==> src/rtl/alu8_flags.sv <==
module alu8_flags (
  input  logic [7:0]  rd_val,
  input  logic [7:0]  rr_val,
  input  logic [2:0]  op_sel,
  output logic [7:0]  result,
  output logic [15:0] product,
  output logic [5:0]  flags,
  output logic [5:0]  flag_en
);
  localparam logic [2:0] OP_ADD = 3'd0, OP_SUB = 3'd1, OP_AND = 3'd2, OP_INC = 3'd3,
                         OP_DEC = 3'd4, OP_LSL = 3'd5, OP_MUL = 3'd6;

  logic [8:0] sum9, dif9;
  logic [4:0] lo_sum, lo_dif;
  logic       hc, vf, cf, nf, zf, sf;

  assign sum9   = {1'b0, rd_val} + {1'b0, rr_val};
  assign dif9   = {1'b0, rd_val} - {1'b0, rr_val};
  assign lo_sum = {1'b0, rd_val[3:0]} + {1'b0, rr_val[3:0]};
  assign lo_dif = {1'b0, rd_val[3:0]} - {1'b0, rr_val[3:0]};

  always_comb begin
    result  = 8'h00;
    product = 16'h0000;
    hc = 1'b0; vf = 1'b0; cf = 1'b0;
    flag_en = 6'h00;
    case (op_sel)
      OP_ADD: begin
        result  = sum9[7:0];
        cf      = sum9[8];
        hc      = lo_sum[4];
        vf      = (rd_val[7] == rr_val[7]) && (sum9[7] != rd_val[7]);
        flag_en = 6'h3F;
      end
      OP_SUB: begin
        result  = dif9[7:0];
        cf      = dif9[8];
        hc      = lo_dif[4];
        vf      = (rd_val[7] != rr_val[7]) && (dif9[7] != rd_val[7]);
        flag_en = 6'h3F;
      end
      OP_AND: begin
        result  = rd_val & rr_val;
        flag_en = 6'h1E;
      end
      OP_INC: begin
        result  = rd_val + 8'd1;
        vf      = (rd_val == 8'h7F);
        flag_en = 6'h1E;
      end
      OP_DEC: begin
        result  = rd_val - 8'd1;
        vf      = (rd_val == 8'h80);
        flag_en = 6'h1E;
      end
      OP_LSL: begin
        result  = {rd_val[6:0], 1'b0};
        cf      = rd_val[7];
        vf      = rd_val[6] ^ rd_val[7];
        flag_en = 6'h1F;
      end
      OP_MUL: begin
        product = {8'h00, rd_val} * {8'h00, rr_val};
        result  = product[7:0];
      end
      default: ;
    endcase
  end

  assign nf    = result[7];
  assign zf    = (result == 8'h00);
  assign sf    = nf ^ vf;
  assign flags = {hc, sf, vf, nf, zf, cf} & flag_en;
endmodule

==> config.mk <==
export PLATFORM = sky130hd
export DESIGN_NAME = alu8_flags
export DESIGN_NICKNAME = d
export VERILOG_FILES = /design/src/rtl/alu8_flags.sv
export SDC_FILE = /design/constraint.sdc
export NUM_CORES = 1
export LEC_CHECK = 0
export ABC_AREA = 1
export BUFFER_PORTS_ARGS = -buffer_cell sky130_fd_sc_hd__buf_4
export CAP_MARGIN = 20
export CORE_MARGIN = 2
export CORE_UTILIZATION = 53
export DETAILED_ROUTE_END_ITERATION = 7
export PLACE_DENSITY_LB_ADDON = 0.25
export SLEW_MARGIN = 20
export SYNTH_ARGS = -nofsm -noshare
export SYNTH_HDL_FRONTEND = slang
export SYNTH_SLANG_ARGS = --single-unit
==> constraint.sdc <==
create_clock -name vclk -period 10.65
set_clock_uncertainty 0.05 [all_clocks]
set_input_delay 3.195 -clock vclk [all_inputs]
set_output_delay 3.195 -clock vclk [all_outputs]
set_load 0.02 [all_outputs]
# Word level (Yosys, flattened, before mapping)
# Index checks and enable logic that the tools add are counted.
# word_totals
out_inout_bits	36
ff_bits	0
input_bits	19
elab_cells	35
# op_classes
bitwise_logic	4
add_sub_neg	6
n_eq_ne	12
multipliers	1
muxes	6
reduce_logical	6
# ops
operator	n
8-bit one-hot mux with 7 select lines	1
6-bit one-hot mux with 3 select lines	1
8-bit by 8-bit multiplier with 16-bit output	1
16-bit two-way mux	1
8-bit by 8-bit adder with 9-bit output	1
3-bit == test (second input constant)	3
8-bit by 8-bit subtractor with 9-bit output	1
8-bit by 1-bit adder with 8-bit output (second input constant)	1
8-bit AND	1
8-bit by 7-bit == test with 1-bit output (second input constant)	1
8-bit == test (second input constant)	1
8-bit zero test	1
8-bit by 1-bit subtractor with 8-bit output (second input constant)	1
6-bit AND	1
3-bit by 2-bit == test with 1-bit output (second input constant)	2
4-bit by 4-bit adder with 5-bit output	1
1-bit one-hot mux with 5 select lines	1
4-bit by 4-bit subtractor with 5-bit output	1
3-bit by 1-bit == test with 1-bit output (second input constant)	1
3-bit zero test	1
1-bit != test	3
1-bit one-hot mux with 3 select lines	1
3-bit OR reduction	1
1-bit logical AND	2
other kinds (4)	5

# Longest topological paths before layout
# logic_depth
ltp_word	6
ltp_mapped	21
ltp_nobuf	21

# Worst setup path after synthesis
# Ideal clock, no wire load.
# synth_timing
path_kind	input-to-output
startpoint	input rr_val[4]
endpoint	output flags[1]
t_required_ps	7405
path_buffers	1
arrival_ps	7144
cell_stages	19
setup_slack_ps	261
cell_sequence	clkbuf_1 > nand2_1 > fa_1 > fa_1 > inv_1 > fa_1 > inv_1 > fa_1 > inv_1 > ha_1 > a21oi_1 > nand2_1 > inv_1 > nand2_1 > nand3_1 > nand2_1 > inv_1 > nand4_1 > nor2_1
# synth_via
elab_chain_cells	4
elab_cells_between_ends	7
classes_between	2 x add/sub; 1 x mul; 1 x mux; 2 x bitwise; 1 x reduce/logical
# synth_lines
item	line	source
start: declaration	3	input logic [7:0] rr_val,
8-bit by 8-bit multiplier with 16-bit output, or another cell as far along	63	product = {8'h00, rd_val} * {8'h00, rr_val};
8-bit one-hot mux with 7 select lines (*)	27	case (op_sel)
named net result[7]	5	output logic [7:0] result,
8-bit zero test (*)	71	assign zf = (result == 8'h00);
6-bit AND (*)	73	assign flags = {hc, sf, vf, nf, zf, cf} & flag_en;
end: declaration	7	output logic [5:0] flags,
# The timed path passes the listed nets; every way through them passes the cells marked *.

# Final worst setup path
# layout_timing
startpoint	input rr_val[2]
endpoint	output flags[1]
# layout_via
elab_chain_cells	4
elab_cells_between_ends	7
classes_between	2 x add/sub; 1 x mul; 1 x mux; 2 x bitwise; 1 x reduce/logical
# layout_lines
item	line
8-bit by 8-bit multiplier with 16-bit output, or another cell as far along	63
8-bit one-hot mux with 7 select lines (*)	27
8-bit zero test (*)	71
6-bit AND (*)	73
# Mark *: on every way between the ends. The rest lies on a longest branch, timed or not.

==> metrics.txt <==
die area=8444 um2; Slew headroom=0.5271; Startpoint Class=primary input; Cell Area, Synth=just over 4000 um2; WL/cell=between 10 and 15 um; Ports=55; vias in the first global route=approximately 4000; Yosys warning total=0; Final Hold Viols=0; Post-DP HPWL=about 9500 um; Clock buffer cells=0; drt first pass iters=5; CP Capture Type=output pin; layer with the highest usage=met2; worst vdd ir=between 100 and 150 uV; Antenna diodes=0; Tmin final=a little over 10 ns; design area=~4500 um2; share of the synthesized area in the top cell type=0.1907; Largest stage delay, worst path=between 0.5 and 0.6 ns; Register Area=0 um2; CP Max Fanout=11; ANT nets after route=0; Worst EP required=around 7.4 ns; Layout Area Growth over Synthesis=10.79%; largest net degree at the start of global routing=16; final setup fails=0; Die W=just over 90 um; pins over their slew limit=0; Hold Path Class=primary input to output pin; Slew @ Worst Pin=around 0.71 ns; CP arrival=roughly 7.1 ns; register area share after synthesis=0; Max-Cap Viols=0; Placer Congestion=0.9560; layout cells sized above 1=0.1234; Port-buffer cells=55; Final period util=0.9731; met1 Usage GRT=0.4036; DRT Wirelength=between 10000 and 15000 um; Syn Area/Cell=6.083 um2; Starting DRT DRC Count=approximately 290; syn_nets=793; starting density of the core=0.5382; run status=finished clean; core footprint=7607 um2; RSZ-0062 raised after global routing=false; gr usage total=0.2720; row count=32; Seq cells=0; Fillers=between 700 and 800; Max Clk Rate=roughly 96 MHz; Post-CTS Setup Bufs=0; DR vias/cell=5.245; worst setup path class=primary input to output pin; initial antenna violation count=0; DRC Markers=0; hold_ws=between 6 and 7 ns; met2 Usage GRT=0.4485; # nets final=approximately 830; largest area contributor in the netlist=fa_1; Via Count=around 4200; top area cells in the synthesized netlist=fa_1 19%, ha_1 19%, nand2_1 16%; met3 GRT Util=0.01315; Lkg Pwr=between 2 and 3 nW; Cell variety after synth=37; GRT overflow=0; Post-CTS Hold Buffers=0; Area after DPL=between 4000 and 5000 um2; Fin Setup TNS=0 ns; PD cells=just under 100 nW/um2; Die Span Y=91.89 um; Post-Syn Instances=673; first-pass GRT wire length=19000 um; most frequent CP cell=inv_1; slowest stage cell, crit path=fa_1; CP Cell Sequence=buf_4, ha_1, inv_1, fa_1, inv_1, fa_1, ha_1, inv_1, fa_1, inv_1, ha_1, a21oi_1, nand2_1, or2_2, nand3_1, nand3_1, inv_1, nand2_1, nor2_1, nand2_1, nor2_1, buf_4
==> final cells by class <==
type / instances / area (um2) / area share
Tap cell: 102 / 127.6 / 0.02814
Timing Repair Buffer: 58 / 439.2 / 0.09683
Inverter: 159 / 599.3 / 0.1321
Multi-Input combinational cell: 488 / 3369 / 0.7429
==> per-stage QoR <==
| step | setup WS (ns) | total power [mW] | instances | utilization |
|---|---|---|---|---|
| finish | 0.2863 | 0.4368 | 807 | 0.5962 |
| global route | 0.03037 | 0.5024 | 807 | 0.5962 |
| CTS | 0.1236 | 0.4271 | 807 | 0.5933 |
| detailed placement | 0.1391 | 0.4242 | 807 | 0.5933 |
| global placement | 0.1899 | 0.4176 | 807 | 0.5933 |
| floorplan | 0.2613 | 0.3216 | 673 | - |
==> worst paths after layout <==
path | cells past startpoint | slack (ns) | startpoint | to
worst max-delay path | 22 | 0.29 | rr_val[2] | flags[1]
worst min-delay path | 4 | 6.78 | op_sel[1] | product[1]
==> cell families (layout without fill, tap and decap cells) <==
| group | Yosys count | in the layout | share of synthesized area |
|---|---|---|---|
| adder cells (fa/ha/maj) | 101 | 101 | 0.3802 |
| buffers and inverters | 185 | 217 | 0.1815 |
| XOR/XNOR | 7 | 7 | 0.01498 |
| AO/OA/AOI/OAI | 60 | 60 | 0.07794 |
| AND/OR/NAND/NOR | 320 | 320 | 0.3454 |
==> Yosys cell counts (all sizes together), types with 2 or more instances <==
cell	number
xnor2	3
nor2	55
nand4	11
inv	159
nand3	60
or2	3
o21ai	21
buf	9
nand2	185
a21oi	32
fa	39
nand3b	3
clkbuf	17
nor3	2
xor2	4
ha	62
==> power breakdown <==
part,leakage [nW],switching [mW],internal (mW)
logic,2.84,0.268,0.169
clock network,0,0,0
registers,0,0,0
total,2.84,0.268,0.169
==> routing by layer <==
metal  part of all wire  vias up
li1                   -     2124
met1               0.48     1946
met2               0.45      153
met3              0.063       10
met4              0.012        0
met5                  0        -
==> layout by cell type, fill, tap and decap left out, drive strengths merged, types with 4 or more instances in the layout <==
| master | Yosys | final |
|---|---|---|
| a21oi | 32 | 32 |
| buf | 9 | 58 |
| fa | 39 | 39 |
| ha | 62 | 62 |
| inv | 159 | 159 |
| nand2 | 185 | 185 |
| nand3 | 60 | 60 |
| nand4 | 11 | 11 |
| nor2 | 55 | 55 |
| o21ai | 21 | 21 |
| xor2 | 4 | 4 |
==> critical path: cells and delay by family <==
kind	cells	cell delay [ns]
adders and majority gates	6	2.16
and+or+nand+nor	8	0.93
AOI/OAI and AO/OA	1	0.14
buffers and inverters	7	0.66
==> timing repair <==
item                                    in CTS  in global routing
resized for setup                            0                  7
hold endpoints to repair                     0                  0
endpoints found under the setup margin       0                  6
No activity file was read; power rests on OpenSTA's default activity.
